File: src/rtl/host_reset_pulser.sv
module host_reset_pulser #(
  parameter longint CLK_HZ      = 50_000_000,
  parameter longint COLD_NS     = 100_000,
  parameter longint WARM_NS     = 10_000,
  parameter longint MIN_COLD_NS = 91_000,
  parameter longint MIN_WARM_NS = 500
) (
  input  logic clk,
  input  logic rst_n,
  input  logic req,
  input  logic cold_sel,
  input  logic pwrok_in,
  input  logic shut_req,
  input  logic off_reached,
  output logic pwrok_force,
  output logic rst_req_n,
  output logic deep_ok_force,
  output logic resume_rst_n,
  output logic busy
);
  localparam longint GIGA     = 64'd1_000_000_000;
  localparam longint COLD_NOM = (CLK_HZ * COLD_NS + GIGA - 1) / GIGA;
  localparam longint COLD_MIN = (CLK_HZ * MIN_COLD_NS + GIGA - 1) / GIGA;
  localparam longint WARM_NOM = (CLK_HZ * WARM_NS + GIGA - 1) / GIGA;
  localparam longint WARM_MIN = (CLK_HZ * MIN_WARM_NS + GIGA - 1) / GIGA;
  localparam int COLD_CYC = int'((COLD_NOM > COLD_MIN) ? COLD_NOM : COLD_MIN);
  localparam int WARM_CYC = int'((WARM_NOM > WARM_MIN) ? WARM_NOM : WARM_MIN);
  localparam int LONGEST  = (COLD_CYC > WARM_CYC) ? COLD_CYC : WARM_CYC;
  localparam int CW       = $clog2(LONGEST + 1);

  logic [CW-1:0] cnt;
  logic          is_cold;
  logic          shut_hold;
  logic          accept;

  assign busy   = (cnt != '0);
  assign accept = req && !busy && (!cold_sel || pwrok_in);

  always_ff @(posedge clk or negedge rst_n) begin
    if (!rst_n) begin
      cnt     <= '0;
      is_cold <= 1'b0;
    end else if (busy) begin
      cnt <= cnt - 1'b1;
    end else if (accept) begin
      cnt     <= cold_sel ? CW'(COLD_CYC) : CW'(WARM_CYC);
      is_cold <= cold_sel;
    end
  end

  assign pwrok_force = busy && is_cold;
  assign rst_req_n   = !(busy && !is_cold);

  always_ff @(posedge clk or negedge rst_n) begin
    if (!rst_n)           shut_hold <= 1'b0;
    else if (shut_req)    shut_hold <= 1'b1;
    else if (off_reached) shut_hold <= 1'b0;
  end

  assign deep_ok_force = shut_hold;
  assign resume_rst_n  = !shut_hold;

  // run-length counters used only by the width checks
  logic [CW-1:0] cold_run, warm_run;
  always_ff @(posedge clk or negedge rst_n) begin
    if (!rst_n) begin
      cold_run <= '0;
      warm_run <= '0;
    end else begin
      cold_run <= pwrok_force ? cold_run + 1'b1 : '0;
      warm_run <= !rst_req_n  ? warm_run + 1'b1 : '0;
    end
  end

  p_cold_start_r2: assert property (@(posedge clk) disable iff (!rst_n)
    (!busy && req && cold_sel && pwrok_in) |=> (pwrok_force && rst_req_n));

  p_cold_width_r9: assert property (@(posedge clk) disable iff (!rst_n)
    $fell(pwrok_force) |-> (cold_run == CW'(COLD_CYC)));

  p_cold_ignored_r3: assert property (@(posedge clk) disable iff (!rst_n)
    (!busy && req && cold_sel && !pwrok_in) |=> !busy);

  p_warm_start_r4: assert property (@(posedge clk) disable iff (!rst_n)
    (!busy && req && !cold_sel) |=> (!rst_req_n && !pwrok_force));

  p_warm_width_r9: assert property (@(posedge clk) disable iff (!rst_n)
    $rose(rst_req_n) |-> (warm_run == CW'(WARM_CYC)));

  p_warm_no_power_r5: assert property (@(posedge clk) disable iff (!rst_n)
    !rst_req_n |-> !pwrok_force);

  p_busy_outputs_r6: assert property (@(posedge clk) disable iff (!rst_n)
    busy == (pwrok_force || !rst_req_n));

  p_no_restart_r6: assert property (@(posedge clk) disable iff (!rst_n)
    (busy && cnt > 1) |=> (busy && $stable(pwrok_force) && $stable(rst_req_n)));

  p_shut_set_r8: assert property (@(posedge clk) disable iff (!rst_n)
    shut_req |=> (deep_ok_force && !resume_rst_n));

  p_shut_hold_r7: assert property (@(posedge clk) disable iff (!rst_n)
    (deep_ok_force && !off_reached) |=> deep_ok_force);

  p_shut_clear_r7: assert property (@(posedge clk) disable iff (!rst_n)
    (off_reached && !shut_req) |=> (!deep_ok_force && resume_rst_n));
endmodule

File: config.mk
export PLATFORM = sky130hd
export DESIGN_NAME = host_reset_pulser
export DESIGN_NICKNAME = d
export VERILOG_FILES = /design/src/rtl/host_reset_pulser.sv
export SDC_FILE = /design/constraint.sdc
export NUM_CORES = 1
export LEC_CHECK = 0
export ABC_CLOCK_PERIOD_IN_PS = 3700
export BUFFER_PORTS_ARGS = -buffer_cell sky130_fd_sc_hd__buf_2
export CAP_MARGIN = 0
export CORE_MARGIN = 1.5
export CORE_UTILIZATION = 55
export DETAILED_ROUTE_END_ITERATION = 16
export GPL_TIMING_DRIVEN = 0
export PLACE_DENSITY = 0.81
export SLEW_MARGIN = 20
export SYNTH_ARGS = -nofsm -noshare
export SYNTH_HDL_FRONTEND = slang
export SYNTH_SLANG_ARGS = --single-unit
File: constraint.sdc
create_clock -name clk -period 3.7 [get_ports clk]
set_input_delay 0.74 -clock clk [delete_from_list [all_inputs] [get_ports clk]]
set_output_delay 0.74 -clock clk [all_outputs]
set_load 0.02 [all_outputs]
==> Word-level counts from Yosys, hierarchy flattened <==
Index checks and enable logic that the tools add are counted.
{ "word_totals": {"ff_bits": 15, "input_bits": 7, "output_inout_bits": 5, "elab_cells": 24} }
{ "op_classes": {"n_reduce_logical": 14, "muxes": 5, "bitwise": 1, "n_addsub": 1} }
{ "ops": {"columns": ["op", "count"], "rows": [
  ["$mux 13", 3],
  ["$reduce_bool 13->1", 1],
  ["$sub 13x1->13 const B", 1],
  ["$logic_not 1->1", 5],
  ["$logic_and 1x1->1", 4],
  ["$reduce_bool 2->1", 2],
  ["$mux 1", 2],
  ["$reduce_and 2->1", 1],
  ["$logic_or 1x1->1", 1],
  ["$not 1->1", 1]
]} }

==> Logic depth before layout (Yosys ltp) <==
Gate-level depths: netlist (run 1).
{ "depth": {"word_depth": 6, "mapped_depth": 8, "ltp_nobuf": 7} }

==> Least setup slack after synthesis (run 1) <==
No wires, ideal clock.
{ "synth_path": {"path_kind": "register to output", "startpoint": "register cnt[0]", "endpoint": "output port pwrok_force", "path_slack_ps": 987, "arrival_ps": 1973, "stages_incl_launch_ff": 8, "cell_sequence": "dfrtp_1 > inv_1 > ha_1 > or4b_2 > nor4_4 > inv_2 > buf_2 > and2_1"} }
{ "synth_via": {"elab_chain_len": 2} }
{ "synth_rtl": {"columns": ["element", "line_no", "rtl"], "rows": [
  ["start: declaration", "31", "logic [CW-1:0] cnt;"],
  ["start signal: assignment", "44", "cnt <= cnt - 1'b1;"],
  ["start signal: assignment", "46", "cnt <= cold_sel ? CW'(COLD_CYC) : CW'(WARM_CYC);"],
  ["$reduce_bool 13->1", "36", "assign busy = (cnt != '0);"],
  ["via busy", "19", "output logic busy"],
  ["$logic_and 1x1->1", "51", "assign pwrok_force = busy && is_cold;"],
  ["end: declaration", "15", "output logic pwrok_force,"]
]} }
The timed path passes the listed nets, and every way through them passes these cells.

==> Worst setup path after layout (run 1) <==
{ "layout_path": {"startpoint": "register cnt[0]", "endpoint": "output port pwrok_force"} }
{ "layout_via": {"elab_chain_len": 2} }
{ "layout_rtl": {"columns": ["element", "line_no"], "rows": [
  ["$reduce_bool 13->1", "36"],
  ["$logic_and 1x1->1", "51"]
]} }
No other way between the ends.

==> results of run 1 <==
[sequential cells by signal, summed over array words and instances (netlist names)]
register and cells:
deep_ok_force 1, is_cold 1, cnt 13
[cells by family after synthesis]
group                      after synthesis
AOI/OAI and AO/OA                       21
adders and majority gates                2
buffers and inverters                    7
and+or+nand+nor                         29
DFF                                     15
xor gates and xnor gates                 4
[final timing paths]
check / end / depth (start not counted) / startpoint / slack [ns]
min: cnt[11]$_DFFE_PN0P_ / 1 / rst_n / 0.35
max: pwrok_force / 8 / cnt[0]$_DFFE_PN0P_ / 0.48
max in group asynchronous: cnt[12]$_DFFE_PN0P_ / 1 / rst_n / 3.10
min in group clk: cnt[10]$_DFFE_PN0P_ / 1 / cnt[10]$_DFFE_PN0P_ / 0.48
max reg2reg: cnt[6]$_DFFE_PN0P_ / 8 / cnt[0]$_DFFE_PN0P_ / 1.51
min reg2reg: cnt[10]$_DFFE_PN0P_ / 1 / cnt[10]$_DFFE_PN0P_ / 0.48
[final cells by class]
class                   instances  share of cell area (%)
multi-input cells              56                   43.91
flip-flops and latches         15                   41.55
repair buffers                 11                   6.094
clock buffers                   4                   2.909
inverters                       5                   2.078
well taps                      15                   2.078
plain buffers                   2                   1.385
[per-layer routing]
metal / global-route usage [%] / up-vias / part of all wire (%) / wire length [um]
li1: - / 320 / - / -
met1: 29.97 / 305 / 50 / 739
met2: 29.30 / 8 / 46 / 675
met3: 3.261 / 2 / 2.7 / 39
met4: 12.10 / 0 / 0.82 / 12
met5: 0 / - / 0 / 0
[where the power goes]
part | switching, mW | internal (mW) | leakage (nW) | total [mW]
logic | 0.0178 | 0.0141 | 0.220 | 0.0319
registers | 0.0107 | 0.175 | 0.174 | 0.186
clock network | 0.0534 | 0.0418 | 0.0150 | 0.0952
total | 0.0819 | 0.231 | 0.410 | 0.313
[stage by stage]
stage               instances  area [um2]
floorplan                  78       803.3
global placement          104       877.1
detailed placement        104       877.1
CTS                       108       903.4
global route              108       903.4
finish                    108       903.4
[worst max-delay path: cells and delay by family (launching register included)]
| family | cells | cell delay [ns] |
|---|---|---|
| adder cells (fa/ha/maj) | 1 | 0.15 |
| buffers and inverters | 4 | 0.58 |
| flip-flops | 1 | 0.39 |
| AND/OR/NAND/NOR | 3 | 1.09 |
[cells in the final DEF (no fill, tap or decap), types with 3 or more instances in the layout]
cell type,n
sky130_fd_sc_hd__o31ai_1,4
sky130_fd_sc_hd__a21oi_1,7
sky130_fd_sc_hd__a31oi_1,3
sky130_fd_sc_hd__o21ai_0,3
sky130_fd_sc_hd__and2_1,3
sky130_fd_sc_hd__inv_1,4
sky130_fd_sc_hd__or3_1,3
sky130_fd_sc_hd__nand2b_1,3
sky130_fd_sc_hd__buf_2,12
sky130_fd_sc_hd__dfrtp_1,15
sky130_fd_sc_hd__clkbuf_4,3
==> results.json, run 1 <==
{
  "maxSlewHeadroom_pct": 76.03,
  "start_util_pct": 60.23,
  "grt_overflow_total": 0,
  "crit_fanout": 10,
  "port_buffer_count": 11,
  "grt_use_total_pct": 20.90,
  "drt-initial-drc-count": 9,
  "final_core_util_pct": 67.73,
  "cap_violations": 0,
  "timing_worst_setup_path_type": "flop to output port",
  "post_synth_xor_area_fraction_pct": 4.361,
  "synthesis.area_um2": 803.3,
  "synth_enable_flop_cells": 0,
  "postSynthRegisterBits": 15,
  "yosysMostFrequentCell": "sky130_fd_sc_hd__dfrtp_1",
  "slowest_library_cell_on_the_worst_path": "sky130_fd_sc_hd__or4b_2",
  "synth_adder_area_share_pct": 3.115,
  "p_per_area_mw_per_mm2": 346.5,
  "io_pins": 12,
  "routedWlPerCell_um": 13.58,
  "grt_first_pass_wirelength_um": 2235,
  "synth_compound_gate_area_share_pct": 16.98,
  "max_clock_freq_ghz": 0.3102,
  "via_per_inst": 5.880,
  "fillerInstances": 109,
  "cp_cell_sequence": "inv_1 -> ha_1 -> or4b_2 -> nor4_4 -> inv_2 -> buf_2 -> and2_1 -> buf_2",
  "clk_root_buffer_cell": "sky130_fd_sc_hd__clkbuf_4",
  "detailedPlacementHpwl_um": 1061,
  "min_period_ns": 3.223,
  "clock_tree_from_tritoncts": "built",
  "h_tree_levels": 1,
  "finalPower_mw": 0.3130,
  "status": "finished clean",
  "cts-hold-fix-buffers": 0,
  "synth_top_flop_cell": "sky130_fd_sc_hd__dfrtp_1",
  "core_region_area_mm2": 0.001334,
  "synth_top_cells_by_area": "sky130_fd_sc_hd__dfrtp_1 (47%), sky130_fd_sc_hd__a21oi_1 (4.4%), sky130_fd_sc_hd__o31ai_1 (3.7%), sky130_fd_sc_hd__ha_1 (3.1%), sky130_fd_sc_hd__nor4_4 (2.6%)",
  "dominant_combinational_cell_family_by_area_after_synthesis": "simple AND/OR/NAND/NOR gates",
  "worst_margin_pin_slew_ns": 0.3588,
  "cts.clk_slew.worst_paths_ns": 0.09,
  "syn2layout_area_growth_pct": 12.46,
  "place_ws_ns": 0.7933,
  "detail_route.drc_violations": 0,
  "synthArstFlopShare_pct": 100.0,
  "numClockSinks": 15,
  "routed-via-count": 635,
  "post_route_cells_drive_above_1_share_pct": 25.81,
  "rsz_0062_raised_after_global_routing": "no",
  "max-vdd-ir-drop_mv": 0.1927,
  "dieHeight_um": 41.22,
  "sequential_cell_area_um2": 375.4,
  "number_of_rows_in_the_core_area": 13,
  "dieWidth_um": 41.22,
  "nets_in_the_synthesized_netlist": 87,
  "synth_top_area_share_pct": 46.73,
  "post-route-period-util_pct": 87.11,
  "yosys.cell_types.count": 34,
  "worst_path_largest_cell_delay_ns": 0.64,
  "required_ns": 2.96,
  "antenna_violating_nets_post_route": 0,
  "critical_path.most_common_cell": "sky130_fd_sc_hd__buf_2",
  "setup_slack_ns": 0.4768,
  "worst_hold_slack_ns": 0.3453,
  "die_area_mm2": 0.001699,
  "skew_ns": 0.004896,
  "start_kind": "flop",
  "hold_path.class": "input pin to async pin",
  "crit_end_category": "output port",
  "fin_nets": 103,
  "area_of_combinational_cells_with_multiple_inputs_um2": 396.6,
  "maximum_number_of_pins_on_one_net_before_global_route_repair": 16,
  "syn-mean-instance-area_um2": 10.30,
  "post_synth_and_or_nand_nor_area_fraction_pct": 24.92,
  "cts.repair.resized": 0,
  "routabilityCongestion": 0.7608,
  "synthCells": 78,
  "synth_top_cells_by_count": "sky130_fd_sc_hd__dfrtp_1 (15), sky130_fd_sc_hd__a21oi_1 (7), sky130_fd_sc_hd__inv_1 (4), sky130_fd_sc_hd__o31ai_1 (4)",
  "cellLeakagePower_nw": 0.4096,
  "setup_tns_ns": 0,
  "fraction_of_the_yosys_area_taken_by_sequential_cells_pct": 46.73,
  "clkLatencyLatePin_ns": 0.28,
  "final_max_tran_viols": 0,
  "antenna_found_initial": 0,
  "yosys_warnings": 0,
  "detail_route.wirelength_um": 1467,
  "cts_made_buffers": 3,
  "grt_pass1_vias": 503,
  "report.final.hold_viol_count": 0,
  "drtPass1Iterations": 5,
  "clockBufferDepth": 2,
  "worstPathArrival_ns": 2.48,
  "cts_setup_buffers": 0,
  "yosys_top_cell_by_area": "sky130_fd_sc_hd__dfrtp_1",
  "setup_viol": 0,
  "synth.area.mux_share_pct": 0,
  "antenna_cells": 0
}
Note: power is estimated with default switching activity, not from simulation.
==> inputs of run 2 (changes only) <==
--- a/config.mk
+++ b/config.mk
@@ -5,14 +5,14 @@
 export SDC_FILE = /design/constraint.sdc
 export NUM_CORES = 1
 export LEC_CHECK = 0
-export ABC_CLOCK_PERIOD_IN_PS = 3700
+export ABC_CLOCK_PERIOD_IN_PS = 3100
 export BUFFER_PORTS_ARGS = -buffer_cell sky130_fd_sc_hd__buf_2
 export CAP_MARGIN = 0
-export CORE_MARGIN = 1.5
-export CORE_UTILIZATION = 55
+export CORE_MARGIN = 2
+export CORE_UTILIZATION = 53
 export DETAILED_ROUTE_END_ITERATION = 16
 export GPL_TIMING_DRIVEN = 0
-export PLACE_DENSITY = 0.81
+export PLACE_DENSITY = 0.79
 export SLEW_MARGIN = 20
 export SYNTH_ARGS = -nofsm -noshare
 export SYNTH_HDL_FRONTEND = slang
==> constraint.sdc (replaced) <==
create_clock -name clk -period 3.1 [get_ports clk]
set_input_delay 0.62 -clock clk [delete_from_list [all_inputs] [get_ports clk]]
set_output_delay 0.62 -clock clk [all_outputs]
set_load 0.02 [all_outputs]
==> run 2 against run 1 <==
Against the previous run:
- global-route usage is 0.44 points higher
- flip-flop and latch count stayed put
- clock power is 22% higher
- wire length is 9.5% higher
- first-iteration DRC count grew to 2.8 times the previous value
- via count is 4.9% higher
- critical endpoint unchanged
- largest cell class unchanged
- clock-buffer cell count stayed put
==> results.json, run 2 (synthesized netlist as in run 1, its figures left out) <==
{
  "clock_tree_from_tritoncts": "built",
  "cts.clk_slew.worst_paths_ns": 0.09,
  "worstPathArrival_ns": 2.32,
  "status": "finished clean",
  "h_tree_levels": 1,
  "dieWidth_um": 42.93,
  "clkLatencyLatePin_ns": 0.29,
  "rsz_0062_raised_after_global_routing": "no",
  "antenna_violating_nets_post_route": 0,
  "maxSlewHeadroom_pct": 73.57,
  "crit-reg2reg-launch": "cnt[0]$_DFFE_PN0P_",
  "crit_fanout": 14,
  "start_kind": "flop",
  "cts_made_buffers": 3,
  "largest_reg_flops": 13,
  "number_of_rows_in_the_core_area": 14,
  "cellLeakagePower_nw": 0.4138,
  "timing.reg2reg.setup_slack_ns": 0.86,
  "report.final.hold_viol_count": 0,
  "drtPass1Iterations": 4,
  "slowest_library_cell_on_the_worst_path": "sky130_fd_sc_hd__or4b_2",
  "core_region_area_mm2": 0.001454,
  "antenna_found_initial": 0,
  "detail_route.wirelength_um": 1607,
  "worst_path_largest_cell_delay_ns": 0.63,
  "dieHeight_um": 42.93,
  "hold_path.class": "input pin to async pin",
  "via_per_inst": 6.110,
  "worstReg2RegEnd": "cnt[11]$_DFFE_PN0P_",
  "fin_nets": 103,
  "registers.top_by_ff_count": "cnt",
  "min_period_ns": 2.937,
  "layout_common_cells": "sky130_fd_sc_hd__dfrtp_1 (15), sky130_fd_sc_hd__buf_2 (11), sky130_fd_sc_hd__a21oi_1 (7)",
  "final_max_tran_viols": 0,
  "maximum_number_of_pins_on_one_net_before_global_route_repair": 16,
  "detail_route.drc_violations": 0,
  "syn2layout_area_growth_pct": 13.24,
  "grt_first_pass_wirelength_um": 2815,
  "p_per_area_mw_per_mm2": 415.3,
  "critical_path_buf_inv_count": 3,
  "setup_viol": 0,
  "final_core_util_pct": 62.56,
  "crit_end_category": "output port",
  "grt_overflow_total": 0,
  "port_buffer_count": 11,
  "drt-initial-drc-count": 25,
  "clockBufferDepth": 2,
  "post_route_cells_drive_above_1_share_pct": 25.81,
  "setup_tns_ns": 0,
  "io_pins": 12,
  "cp_cell_sequence": "inv_1 -> ha_1 -> or4b_2 -> nor4_4 -> inv_4 -> and2_1 -> buf_2",
  "path_delay_family": "simple AND/OR/NAND/NOR gates",
  "die_area_mm2": 0.001843,
  "detailedPlacementHpwl_um": 1147,
  "routedWlPerCell_um": 14.74,
  "post-route-period-util_pct": 94.73,
  "antenna_cells": 0,
  "grt_use_total_pct": 21.34,
  "cap_violations": 0,
  "routabilityCongestion": 0.7694,
  "required_ns": 2.48,
  "layout.cells.most_common": "sky130_fd_sc_hd__dfrtp_1",
  "clk_root_buffer_cell": "sky130_fd_sc_hd__clkbuf_4",
  "skew_ns": 0.002226,
  "numClockSinks": 15,
  "start_util_pct": 55.25,
  "max-vdd-ir-drop_mv": 0.3285,
  "routed-via-count": 666,
  "grt_pass1_vias": 623,
  "worst_margin_pin_slew_ns": 0.3923,
  "timing_worst_setup_path_type": "flop to output port",
  "max_clock_freq_ghz": 0.3405,
  "worstRegToRegCells": 8
}
run 2: cell counts in the layout (fill, tap and decap cells not counted):
No cell type changed its count.
run 2: timing repair:
item / 4_1_cts / 5_1_grt
gates resized for setup: 0 / 1
hold buffers: 0 / 0
setup buffers: 1 / 0
setup endpoints to repair: 1 / 1
pin swaps: 1 / 1
run 2: how the worst max path moves through the flow:
stage | startpoint | slack (ns) | endpoint | cells after the start
2_1_floorplan | cnt[0]$_DFFE_PN0P_ | 0.51 | pwrok_force | 7
3_3_place_gp | cnt[0]$_DFFE_PN0P_ | 0.31 | pwrok_force | 8
3_5_place_dp | cnt[0]$_DFFE_PN0P_ | 0.31 | pwrok_force | 8
4_1_cts | cnt[0]$_DFFE_PN0P_ | 0.05 | pwrok_force | 7
5_1_grt | cnt[0]$_DFFE_PN0P_ | 0.09 | pwrok_force | 7
6_report | cnt[0]$_DFFE_PN0P_ | 0.16 | pwrok_force | 7
run 2: where the power goes:
part / total, mW / internal, mW / switching, mW
clock: 0.116 / 0.0501 / 0.0659
sequential: 0.224 / 0.209 / 0.0145
combinational: 0.0381 / 0.0168 / 0.0213
total: 0.378 / 0.276 / 0.102
run 2: layout make-up:
class / count / area, um2
tap: 16 / 20.02
fill: 130 / 544.3
clock buffer: 4 / 26.28
sequential: 15 / 375.4
buffer: 1 / 7.507
timing repair buffer: 12 / 62.56
inverter: 5 / 21.27
multi-input combinational: 56 / 396.6
run 2: metal layers:
metal  wire length [um]  GRT usage [%]
met3                 50          2.553
met2                835          35.15
met5                  0              0
met4                 25          12.73
met1                695          26.67
run 2: through the flow:
step	area [um2]	cells	setup slack [ns]	hold WS [ns]	total power, mW
after CTS	907.1	109	0.04594	0.2212	0.3789
after global routing	909.6	109	0.08578	0.2507	0.3940
after global placement	878.3	105	0.3093	0.4590	0.2630
after detailed placement	878.3	105	0.3150	0.4669	0.2647
final	909.6	109	0.1634	0.2108	0.3777
after floorplan	803.3	78	0.5070	0.3244	0.2487
